### src/rtl/dda_pkg.sv
package dda_pkg;

  typedef enum logic {
    PIX_16 = 1'b0,
    PIX_32 = 1'b1
  } pix_fmt_e;

  localparam int unsigned EXPAND_BELOW_BPP = 24;

  // Clamped DDA divisor: output size minus one, never below one.
  function automatic int unsigned div_denom(input int unsigned out_size);
    if (out_size <= 1) return 1;
    return out_size - 1;
  endfunction

  function automatic int unsigned bits_per_pixel(input pix_fmt_e f);
    return (f == PIX_32) ? 32 : 16;
  endfunction

  function automatic logic needs_expand(input pix_fmt_e f);
    return bits_per_pixel(f) < EXPAND_BELOW_BPP;
  endfunction

  function automatic int unsigned stride_bytes(input int unsigned w, input pix_fmt_e f);
    return (w * bits_per_pixel(f)) / 8;
  endfunction

endpackage

### src/rtl/dda_divider.sv
module dda_divider #(
  parameter int NUM_W = 24,
  parameter int DEN_W = 12
) (
  input  logic             clk,
  input  logic             rst_n,
  input  logic             start,
  input  logic [NUM_W-1:0] num,
  input  logic [DEN_W-1:0] den,
  output logic             busy,
  output logic [NUM_W-1:0] quo
);
  localparam int CNT_W  = $clog2(NUM_W + 1);
  localparam int WIDE_W = NUM_W + DEN_W + 1;

  logic [CNT_W-1:0] cnt;
  logic [DEN_W:0]   rem;
  logic [NUM_W-1:0] q;
  logic [DEN_W-1:0] den_l;
  logic [NUM_W-1:0] num_l;
  logic [DEN_W:0]   trial;
  logic [DEN_W:0]   diff;
  logic             fits;

  // One restoring step per cycle, quotient bits shift in from the right.
  assign trial = {rem[DEN_W-1:0], q[NUM_W-1]};
  assign fits  = trial >= {1'b0, den_l};
  assign diff  = trial - {1'b0, den_l};
  assign busy  = (cnt != '0);
  assign quo   = q;

  always_ff @(posedge clk or negedge rst_n) begin
    if (!rst_n) begin
      cnt   <= '0;
      rem   <= '0;
      q     <= '0;
      den_l <= DEN_W'(1);
      num_l <= '0;
    end else if (start) begin
      cnt   <= CNT_W'(NUM_W);
      rem   <= '0;
      q     <= num;
      den_l <= den;
      num_l <= num;
    end else if (busy) begin
      cnt <= cnt - CNT_W'(1);
      rem <= fits ? diff : trial;
      q   <= {q[NUM_W-2:0], fits};
    end
  end

  assert_busy_count_R2: assert property (@(posedge clk) disable iff (!rst_n)
    (busy && !start) |=> (cnt == $past(cnt) - CNT_W'(1)));

  assert_div_exact_R1: assert property (@(posedge clk) disable iff (!rst_n)
    $fell(busy) |-> (WIDE_W'(q) * WIDE_W'(den_l) + WIDE_W'(rem) == WIDE_W'(num_l)));

  assert_den_nonzero_R4: assert property (@(posedge clk) disable iff (!rst_n)
    busy |-> (den_l != '0));

endmodule

### src/rtl/dda_axis.sv
module dda_axis #(
  parameter int COORD_W = 13,
  parameter int FRAC_W  = 12,
  parameter int INC_W   = 24
) (
  input  logic               clk,
  input  logic               rst_n,
  input  logic               en,
  input  logic               reload,
  input  logic               adv,
  input  logic [FRAC_W-1:0]  phase,
  input  logic [INC_W-1:0]   inc,
  output logic [COORD_W-1:0] coord
);
  localparam int ACC_W = COORD_W + FRAC_W;

  logic [ACC_W-1:0] acc;
  logic             do_reload;
  logic             do_adv;

  assign do_reload = en && reload;
  assign do_adv    = en && adv && !reload;
  assign coord     = acc[ACC_W-1:FRAC_W];

  always_ff @(posedge clk or negedge rst_n) begin
    if (!rst_n)         acc <= '0;
    else if (do_reload) acc <= ACC_W'(phase);
    else if (do_adv)    acc <= acc + ACC_W'(inc);
  end

  assert_idle_hold_R7: assert property (@(posedge clk) disable iff (!rst_n)
    !en |=> $stable(coord));

  assert_reload_phase_R5: assert property (@(posedge clk) disable iff (!rst_n)
    (en && reload) |=> (coord == '0));

endmodule

### src/rtl/dda_fmt.sv
module dda_fmt #(
  parameter int DIM_W    = 12,
  parameter int STRIDE_W = 14
) (
  input  logic                clk,
  input  logic                rst_n,
  input  logic                load,
  input  logic                fmt32,
  input  logic [DIM_W-1:0]    src_w,
  output logic                color_expand,
  output logic [STRIDE_W-1:0] stride
);
  import dda_pkg::*;

  pix_fmt_e         fmt_q;
  logic [DIM_W-1:0] w_q;

  always_ff @(posedge clk or negedge rst_n) begin
    if (!rst_n) begin
      fmt_q <= PIX_32;
      w_q   <= '0;
    end else if (load) begin
      fmt_q <= pix_fmt_e'(fmt32);
      w_q   <= src_w;
    end
  end

  assign color_expand = needs_expand(fmt_q);
  assign stride       = STRIDE_W'(stride_bytes(32'(w_q), fmt_q));

endmodule

### src/rtl/dda_scaler_stepper.sv
module dda_scaler_stepper #(
  parameter int DIM_W  = 12,
  parameter int FRAC_W = 12,
  localparam int NUM_W    = DIM_W + FRAC_W,
  localparam int INC_W    = NUM_W,
  localparam int COORD_W  = DIM_W + 1,
  localparam int STRIDE_W = DIM_W + 2
) (
  input  logic                clk,
  input  logic                rst_n,
  input  logic                cfg_load,
  input  logic [DIM_W-1:0]    cfg_src_w,
  input  logic [DIM_W-1:0]    cfg_src_h,
  input  logic [DIM_W-1:0]    cfg_out_w,
  input  logic [DIM_W-1:0]    cfg_out_h,
  input  logic [FRAC_W-1:0]   cfg_phase_h,
  input  logic [FRAC_W-1:0]   cfg_phase_v,
  input  logic                cfg_fmt32,
  input  logic                frame_start,
  input  logic                line_start,
  input  logic                pix_adv,
  input  logic                line_adv,
  output logic                cfg_ready,
  output logic [2*INC_W-1:0]  step_word,
  output logic                color_expand,
  output logic [STRIDE_W-1:0] line_stride,
  output logic [COORD_W-1:0]  src_col,
  output logic [COORD_W-1:0]  src_row
);
  import dda_pkg::*;

  // Axis index 0 is horizontal, 1 is vertical.
  logic [1:0][DIM_W-1:0]   src_sz;
  logic [1:0][DIM_W-1:0]   out_sz;
  logic [1:0][FRAC_W-1:0]  phase_q;
  logic [1:0][INC_W-1:0]   quo;
  logic [1:0][COORD_W-1:0] coord;
  logic [1:0]              busy;
  logic [1:0]              reload;
  logic [1:0]              adv;
  logic                    valid_q;

  assign src_sz = {cfg_src_h, cfg_src_w};
  assign out_sz = {cfg_out_h, cfg_out_w};
  assign reload = {frame_start, line_start | frame_start};
  assign adv    = {line_adv, pix_adv};

  always_ff @(posedge clk or negedge rst_n) begin
    if (!rst_n) begin
      valid_q <= 1'b0;
      phase_q <= '0;
    end else if (cfg_load) begin
      valid_q <= 1'b1;
      phase_q <= {cfg_phase_v, cfg_phase_h};
    end
  end

  assign cfg_ready = valid_q && !(|busy);

  for (genvar g = 0; g < 2; g++) begin : g_axis
    logic [NUM_W-1:0] num;
    logic [DIM_W-1:0] den;

    assign num = {src_sz[g], FRAC_W'(0)};
    assign den = DIM_W'(div_denom(32'(out_sz[g])));

    dda_divider #(.NUM_W(NUM_W), .DEN_W(DIM_W)) u_div (
      .clk  (clk),
      .rst_n(rst_n),
      .start(cfg_load),
      .num  (num),
      .den  (den),
      .busy (busy[g]),
      .quo  (quo[g])
    );

    dda_axis #(.COORD_W(COORD_W), .FRAC_W(FRAC_W), .INC_W(INC_W)) u_acc (
      .clk   (clk),
      .rst_n (rst_n),
      .en    (cfg_ready),
      .reload(reload[g]),
      .adv   (adv[g]),
      .phase (phase_q[g]),
      .inc   (quo[g]),
      .coord (coord[g])
    );
  end

  assign step_word = quo;
  assign src_col   = coord[0];
  assign src_row   = coord[1];

  dda_fmt #(.DIM_W(DIM_W), .STRIDE_W(STRIDE_W)) u_fmt (
    .clk         (clk),
    .rst_n       (rst_n),
    .load        (cfg_load),
    .fmt32       (cfg_fmt32),
    .src_w       (cfg_src_w),
    .color_expand(color_expand),
    .stride      (line_stride)
  );

  assert_ready_drop_R2: assert property (@(posedge clk) disable iff (!rst_n)
    cfg_load |=> !cfg_ready);

  assert_step_stable_R3: assert property (@(posedge clk) disable iff (!rst_n)
    (cfg_ready && !cfg_load) |=> $stable(step_word));

endmodule

### config.mk
export PLATFORM = sky130hd
export DESIGN_NAME = dda_scaler_stepper
export DESIGN_NICKNAME = d
export VERILOG_FILES = /design/src/rtl/dda_pkg.sv /design/src/rtl/dda_divider.sv /design/src/rtl/dda_axis.sv /design/src/rtl/dda_fmt.sv /design/src/rtl/dda_scaler_stepper.sv
export SDC_FILE = /design/constraint.sdc
export NUM_CORES = 1
export LEC_CHECK = 0
export ABC_CLOCK_PERIOD_IN_PS = 3200
export BUFFER_PORTS_ARGS = -buffer_cell sky130_fd_sc_hd__buf_2
export CAP_MARGIN = 20
export CORE_MARGIN = 2
export CORE_UTILIZATION = 60
export CTS_BUF_LIST = sky130_fd_sc_hd__clkbuf_8
export DETAILED_ROUTE_END_ITERATION = 10
export PLACE_DENSITY = 0.8
export SLEW_MARGIN = 10
export SYNTH_ARGS = -nofsm -noshare
export SYNTH_HDL_FRONTEND = slang
export SYNTH_SLANG_ARGS = --single-unit
### constraint.sdc
create_clock -name clk -period 3.2 [get_ports clk]
set_clock_uncertainty 0.05 [all_clocks]
set_input_delay 0.32 -clock clk [delete_from_list [all_inputs] [get_ports clk]]
set_output_delay 0.32 -clock clk [all_outputs]
set_load 0.02 [all_outputs]
## Word-level counts from Yosys, hierarchy flattened

Index checks and enable logic that the tools add are counted.
Widths: inputs -> output; s select.

- Bits in latches: 0
- Output and inout bits: 90
- Bits in read-only memories: 0
- RAM bits: 0
- Memories kept: 0
- Bits of input ports: 80
- Register bits: 194
- Word-level logic and storage cells: 72

- Magnitude comparators: 5
- Add/subtract/negate cells: 8
- Eq/ne operators: 0
- Mux-type cells: 25
- Reduce and logical (&&, ||, !) cells: 17
- Bitwise logic cells: 1
- $mul: 1
- Shifts and indexed selects: 0
- Div/mod/pow operators: 0

Operators by type and width:

| operator | number |
|---|---|
| $mux 25 | 4 |
| $mux 12 | 8 |
| $mux 24 | 4 |
| $add 25x24->25 | 2 |
| $mul 12x32->17 | 1 |
| $ge 13x12->1 | 2 |
| $le 12x1->1 const B | 2 |
| $sub 12x1->12 const B | 2 |
| $sub 12x12->12 | 2 |
| $mux 5 | 4 |
| $reduce_bool 5->1 | 2 |
| $sub 5x1->5 const B | 2 |
| $reduce_bool 2->1 | 4 |
| $logic_and 1x1->1 | 7 |
| $lt 6x5->1 const B | 1 |
| $mux 6 | 1 |
| $mux 1 | 4 |
| $logic_not 1->1 | 3 |
| $reduce_or 2->1 | 1 |
| $or 1x1->1 | 1 |

## Depth between registers and ports, before layout

Gate-level depths: netlist (run 1).

- Word-level depth: 8
- Depth in mapped cells: 11
- Depth with buffers taken out: 10

## Cells and area by module

From an unflattened synthesis (run 1), not the netlist that was laid out.

- Cell total of the unflattened synthesis: 1,446
- Area total of the unflattened synthesis: 13,335.3 sq um

Modules (own cells, without submodules):

| module | cells each | area each (sq um) | sequential area each (sq um) | times used |
|---|---|---|---|---|
| dda_divider | 317 | 3,042.9 | 1,327.5 | 2 |
| dda_axis (g_axis[0].u_acc) | 297 | 2,421.1 | 625.6 | 1 |
| dda_axis (g_axis[1].u_acc) | 277 | 2,342.2 | 625.6 | 1 |
| dda_scaler_stepper | 154 | 1,531.5 | 625.6 | 1 |
| dda_fmt | 84 | 954.7 | 326.6 | 1 |

## Worst setup path before layout (run 1)

OpenSTA, ideal clock, no wires.

- Kind: reg2reg
- Start point: register g_axis[0].u_div.q[0]
- End point: register g_axis[0].u_acc.acc[18]
- Library setup time: 0.084 ns
- Stages on the path, launching flop included: 10
- Required time: 3.066 ns
- Buffers on the path: 0
- Arrival time: 2.477 ns
- Period minus slack after synthesis: 2.611 ns
- Path slack: 0.589 ns
- Cells stage by stage: dfrtp_1 > ha_1 > fa_1 > a211oi_1 > o211ai_1 > and3_4 > o41ai_4 > o221ai_1 > xnor2_1 > o21ai_0

- Cells in the longest elaborated chain, start to end: 3

Ends and longest elaborated chain:

| item | RTL line | RTL |
|---|---|---|
| start, declared | dda_divider.sv:18 | `logic [NUM_W-1:0] q;` |
| start signal, assigned | dda_divider.sv:42 | `q <= num;` |
| start signal, assigned | dda_divider.sv:48 | `q <= {q[NUM_W-2:0], fits};` |
| $add 25x24->25 | dda_axis.sv:28 | `else if (do_adv) acc <= acc + ACC_W'(inc);` |
| $mux 25 | dda_axis.sv:28 |  |
| $mux 25 | dda_axis.sv:27 | `else if (do_reload) acc <= ACC_W'(phase);` |
| end signal, assigned | dda_axis.sv:27 |  |
| end signal, assigned | dda_axis.sv:28 |  |
| end, declared | dda_axis.sv:17 | `logic [ACC_W-1:0] acc;` |

No other way between the ends. The select of a mux whose other input is x is not followed.
A chain may end at the register's enable or synchronous reset.

## Final worst setup path (run 1)

Same ends and word-level chain as after synthesis.

==> out/qor.txt, run 1 <==
via count -> 10797
Slew Limit Fails -> 0
detailed-route wire length per cell -> 16.66 um
clk slew on worst S/H paths -> 110 ps
CP Class -> reg -> reg
Netlist Area Pre-Place -> 12540 um2
RSZ-0062 raised after global routing -> false
first-pass detailed-route iteration total -> 4
antenna violations before repair -> 0
GRT overflow -> 0
setup_tns -> 0 ps
final antenna-violating net count -> 0
clk sink count -> 194
final period utilization -> 90.64%
maximum fanout along the worst path -> 5
Adder-Cell Fraction of Synth Area -> 9.379%
Num CTS Buffers -> 17
clk_lat worst skew -> 480 ps
post-route minimum period -> 2900 ps
worst ir drop on vdd -> 0.3282 mV
first-pass GRT wire length -> 50360 um
Least-Margin Pin Slew -> 813.6 ps
post-synthesis sequential area ratio -> 38.74%
WL final -> 30530 um
core area -> 20360 um2
hold_sp -> cfg_src_w[5]
area share of the largest cell type after synthesis -> 38.12%
Worst EP required -> 3510 ps
CTS max path bufs -> 2
Hold Vio Cnt, Final -> 0
antenna fix cells -> 0
Root Buffer -> clkbuf_8
final instance count without filler cells -> 1833
Worst R2R End -> g_axis[0].u_acc.acc[18]$_DFFE_PN0P_
Total Nets Final -> 1721
Die Wd -> 148.6 um
synth unique cells -> 69
Post-synth EDFFs -> 0
Synth Area in XOR/XNOR -> 5.937%
outcome -> finished clean
placed cell areas -> 13430 um2
Synth area leaders -> dfrtp_1 38%, ha_1 8.6%, nand2_1 5.0%
vias in the first global route -> 10342
H-tree depth -> 4
main flop type after synthesis -> dfrtp_1
Max Fclk -> 344.8 MHz
Die H -> 148.6 um
DP HPWL -> 22340 um
PwrDens -> 512.8 nW/um2
Post-synth ARST share -> 100.0%
fin util -> 69.28%
I/O Pins -> 170
cell count after synthesis -> 1404
DRC -> 0
Area Growth Syn to Fin -> 12.51%
main combinational cell family by area after synthesis -> compound AO/OA/AOI/OAI gates
largest net degree at the start of global routing -> 103
largest area contributor in the netlist -> dfrtp_1
share of layout cells above drive strength 1 -> 16.89%
Seq cells post-synth -> 194
Rows -> 52
Tightest Hold Check Type -> in -> reg
die area -> 22070 um2
Starting Density -> 61.58%
R2R depth -> 9
syn_area_per_cell -> 8.931 um2
worst slack at placement -> 393.7 ps
Post-CTS Setup Bufs -> 0
CTS tree -> yes
DRT iter0 DRCs -> 524
Synth Area in Simple Gates -> 15.08%
CP Launch Type -> flip-flop
post-synthesis compound-gate area fraction -> 20.33%
Power, Total -> 7.234 mW
RR Startpoint -> g_axis[0].u_div.quo[0]$_DFFE_PN0P_
yosys warns -> 0
R2R setup slack -> 300 ps
via density per instance -> 5.890
Hold Path Stages -> 3
MaxCap Viol Count -> 0
Setup crit end kind -> flip-flop
All-Layer GR Usage -> 28.06%
P_leak -> 6.626 nW
arrival time worst endpoint -> 3210 ps
Design Area, Final -> 14110 um2
Endpoint, Worst Hold -> u_fmt.w_q[5]$_DFFE_PN0P_
Port Buffers -> 168
multiplexer share of the synthesized area -> 5.109%
fill count -> 1649
gp weighted congestion -> 0.9092
Slew headroom -> 45.75%
dpl cells -> 1774
hold_ws -> 28.70 ps
final setup fails -> 0
final worst slack -> 299.5 ps
## metal layers
metal	routed length, um	track usage, %
met1	13520	37.81
met4	769	9.762
met2	14760	46.99
met3	1478	3.681
met5	0	0
## cells in the mapped netlist (all sizes together), types with 6 or more instances
cell,count
nor2,103
o21a,6
nand3,26
a211oi,30
clkbuf,53
a31oi,12
nor2b,8
nand2b,14
and3,12
o31ai,14
buf,39
mux2,24
dfrtp,191
o21ai,129
xnor2,47
nand2,166
o211ai,14
or2,7
nand4,11
xor2,38
nor3,33
or3,10
inv,56
a21o,19
o22ai,36
nor4,11
a21oi,105
mux2i,37
a22oi,7
ha,86
## critical path, stage by stage, from the launching register on
cell and delay [ps]:
dfrtp_1 420, ha_1 260, fa_1 440, a211oi_1 300, o211ai_1 160, and3_4 200, o41ai_4 460, o221ai_1 210
xnor2_1 180, o21ai_0 90
## cells in the final DEF (no fill, tap or decap), types with 5 or more instances in the layout
master	netlist	layout
o21ai_1	6	6
nand2_1	166	166
buf_2	7	166
fa_1	5	5
nand3_1	24	24
nor2_1	102	102
inv_1	55	55
a31oi_1	12	12
o31ai_1	14	14
o22ai_1	36	36
o21a_1	6	6
conb_1	1	10
a21o_1	19	19
and3_1	11	11
nand3b_1	5	5
mux2_2	24	24
o21ai_0	122	122
nand4_1	11	11
mux2i_1	37	37
buf_4	29	14
dfrtp_1	191	191
nor3_1	33	33
xor2_1	38	38
a22oi_1	7	7
xnor2_1	47	47
or3_1	10	10
nand2b_1	14	14
dlygate4sd3_1	0	27
nor2b_1	8	8
clkbuf_8	0	20
o21bai_1	5	5
a21oi_1	103	103
inv_6	0	5
or2_2	7	7
nor4_1	11	11
o211ai_1	14	14
ha_1	86	86
a211oi_1	29	29
## power by group
part | switching, mW | internal [mW]
Combinational | 1.49 | 1.14
Clock | 0.918 | 0.750
Sequential | 0.228 | 2.71
Total | 2.64 | 4.60
## layout make-up
class	count	area, um2	area share (%)
Tap cell	270	337.8	2.394
Timing Repair Buffer	210	1251	8.868
Multi-Input combinational cell	1070	7038	49.88
Sequential cell	194	4858	34.44
Clock inverter	13	147.6	1.046
Inverter	57	214.0	1.516
Clock buffer	19	261.5	1.853
## state kept, by name, summed over array words and instances, names as in the netlist
signal,flops
g_axis.u_div.rem,24
g_axis.u_div.den_l,24
g_axis.u_div.cnt,10
phase_q,24
u_fmt.w_q,12
g_axis.u_acc.acc,50
g_axis.u_div.quo,48
valid_q,1
u_fmt.fmt_q,1
## what timing repair did
item / in CTS / in global routing
hold buffers: 27 / 0
resized for setup: 0 / 0
hold endpoints to repair: 109 / 0
## how the worst max path moves through the flow
stage	from	endpoint	slack [ps]	cells past startpoint
6_report	g_axis[0].u_div.quo[0]$_DFFE_PN0P_	g_axis[0].u_acc.acc[18]$_DFFE_PN0P_	300	9
5_1_grt	g_axis[0].u_div.quo[0]$_DFFE_PN0P_	g_axis[0].u_acc.acc[18]$_DFFE_PN0P_	80	9
4_1_cts	g_axis[0].u_div.quo[0]$_DFFE_PN0P_	g_axis[0].u_acc.acc[24]$_DFFE_PN0P_	350	9
3_5_place_dp	g_axis[0].u_div.quo[0]$_DFFE_PN0P_	g_axis[0].u_acc.acc[18]$_DFFE_PN0P_	390	9
3_3_place_gp	g_axis[0].u_div.quo[0]$_DFFE_PN0P_	g_axis[0].u_acc.acc[18]$_DFFE_PN0P_	450	9
2_1_floorplan	g_axis[0].u_div.quo[0]$_DFFE_PN0P_	g_axis[0].u_acc.acc[18]$_DFFE_PN0P_	590	9
## logic make-up (layout without fill, tap and decap cells)
kind of cell             count (synthesis)  after routing
flip-flops                             194            194
adder cells (fa/ha/maj)                 91             91
multiplexers                            61             61
buffers and inverters                  149            299
AO/OA/AOI/OAI                          412            412
AND/OR/NAND/NOR                        411            411
other                                    1             10
XOR/XNOR                                85             85
(Power assumes the default switching activity.)
==> run 2, diff against run 1 <==
Settings changed: CORE_ASPECT_RATIO set to 0.6.
==> out/qor.txt, run 2 (synthesis results as in run 1) <==
largest net degree at the start of global routing -> 104
DRC -> 0
most frequent cells in the layout -> 191 x dfrtp_1, 166 x nand2_1, 166 x buf_2
Die Wd -> 190.6 um
post_cts resized -> 0
worst slack at placement -> 363.6 ps
setup_tns -> 0 ps
Setup crit end kind -> flip-flop
first-pass GRT wire length -> 51520 um
GRT overflow -> 0
Port Buffers -> 168
crit-path leading delay family -> compound AO/OA/AOI/OAI gates
vias in the first global route -> 10007
Least-Margin Pin Slew -> 861.5 ps
Worst EP required -> 3560 ps
final antenna-violating net count -> 0
final worst slack -> 271.3 ps
Area Growth Syn to Fin -> 13.18%
arrival time worst endpoint -> 3280 ps
final setup fails -> 0
DRT iter0 DRCs -> 904
CTS max path bufs -> 2
DP HPWL -> 22380 um
PwrDens -> 520.5 nW/um2
Slew headroom -> 42.56%
clk sink count -> 194
WL final -> 31190 um
Top reg by flops -> g_axis.u_acc.acc
detailed-route wire length per cell -> 16.94 um
die area -> 22110 um2
All-Layer GR Usage -> 29.14%
core area -> 20270 um2
Total Nets Final -> 1723
MaxCap Viol Count -> 0
internal power -> 4.726 mW
proportion of power drawn by the clock network -> 24.0%
share of layout cells above drive strength 1 -> 16.68%
CTS Hold Bufs -> 30
Power, Total -> 7.387 mW
Hold Vio Cnt, Final -> 0
CP Launch Type -> flip-flop
final period utilization -> 91.52%
Root Buffer -> clkbuf_8
post-route minimum period -> 2929 ps
antenna violations before repair -> 3
switching pwr -> 2.661 mW
via density per instance -> 5.950
P_leak -> 6.662 nW
Rows -> 40
Reg power frac -> 39.9%
clk slew on worst S/H paths -> 100 ps
H-tree depth -> 4
Slew Limit Fails -> 0
I/O Pins -> 170
worst ir drop on vdd -> 0.3037 mV
CP bufs+invs -> 0
combinational share of power -> 36.1%
maximum fanout along the worst path -> 5
clk_lat worst skew -> 490 ps
max incr delay on CP -> 480 ps
CP max stage cell -> o41ai_4
ordered cell list for the critical path -> ha_1 -> fa_1 -> a211oi_1 -> o211ai_1 -> and3_4 -> o41ai_4 -> o31ai_1 -> and3_1 -> nor3_1
fin util -> 70.02%
gp weighted congestion -> 0.9055
Max Fclk -> 341.5 MHz
RSZ-0062 raised after global routing -> false
Post-CTS Setup Bufs -> 0
Tightest Hold Check Type -> in -> reg
via count -> 10954
CTS tree -> yes
max FFs per register -> 50
first-pass detailed-route iteration total -> 6
commonest non-fill, non-tap cell in the layout -> dfrtp_1
Num CTS Buffers -> 17
switching power share of the total -> 36.02%
Starting Density -> 61.86%
Die H -> 116.0 um
outcome -> finished clean
CP Class -> reg -> reg
run 2: cell types whose count changed in the layout (fill, tap and decap cells not counted), moves of 2 or more:
cell           change
buf_4              -3
bufinv_16          +2
diode_2            +3
dlygate4sd3_1      +4
clkinv_2           +2
buf_12             +2
inv_6              -4
run 2: worst paths after layout:
kind	start	end	slack, ps	cells after the start
max	g_axis[0].u_div.quo[0]$_DFFE_PN0P_	g_axis[0].u_acc.acc[24]$_DFFE_PN0P_	270	9
min	cfg_src_w[7]	g_axis[0].u_div.quo[19]$_DFFE_PN0P_	20	3
max reg2reg	g_axis[0].u_div.quo[0]$_DFFE_PN0P_	g_axis[0].u_acc.acc[24]$_DFFE_PN0P_	270	9
min reg2reg	g_axis[0].u_acc.acc[4]$_DFFE_PN0P_	g_axis[0].u_acc.acc[4]$_DFFE_PN0P_	450	2
max in group asynchronous	rst_n	g_axis[1].u_acc.acc[6]$_DFFE_PN0P_	1940	3
min in group asynchronous	rst_n	g_axis[1].u_div.den_l[6]$_DFFE_PN0P_	360	2
run 2: cell type report:
| class | count | area (um2) |
|---|---|---|
| Clock buffer | 18 | 247.7 |
| Timing Repair Buffer | 212 | 1297 |
| Tap cell | 273 | 341.6 |
| Multi-Input combinational cell | 1070 | 7038 |
| Inverter | 57 | 214.0 |
| Fill cell | 1624 | 6077 |
| Antenna cell | 3 | 7.507 |
| Sequential cell | 194 | 4858 |
| Clock inverter | 14 | 187.7 |
run 2: power by group through the flow:
stage / registers (mW) / logic, mW / clock network [mW]
2_1_floorplan: 2.97 / 1.94 / 0
3_3_place_gp: 2.97 / 2.51 / 0
3_5_place_dp: 2.99 / 2.59 / 0
4_1_cts: 2.94 / 2.64 / 1.80
5_1_grt: 2.99 / 2.96 / 1.91
6_report: 2.95 / 2.67 / 1.77
run 2: through the flow:
step / hold WS (ps) / instance area [um2] / instances
finish: 19.14 / 14190 / 1841
global route: 2.757 / 14190 / 1840
CTS: 1.038 / 14170 / 1837
detailed placement: 334.7 / 13440 / 1775
global placement: 329.8 / 13440 / 1775
floorplan: -25.59 / 12570 / 1413
run 2: worst register-to-register path, delay by kind of cell, from the launching register on:
| kind | cells | cell delay, ps |
|---|---|---|
| DFF | 1 | 430 |
| AOI/OAI and AO/OA | 4 | 1100 |
| adders and majority gates | 2 | 720 |
| and+or+nand+nor | 3 | 550 |
run 2: metal layers:
| layer | part of all wire [%] | global-route usage (%) | up-vias |
|---|---|---|---|
| li1 | - | - | 5311 |
| met1 | 51 | 45.48 | 5247 |
| met2 | 41 | 41.43 | 369 |
| met3 | 6.3 | 5.694 | 27 |
| met4 | 1.2 | 6.977 | 0 |
| met5 | 0 | 0 | - |
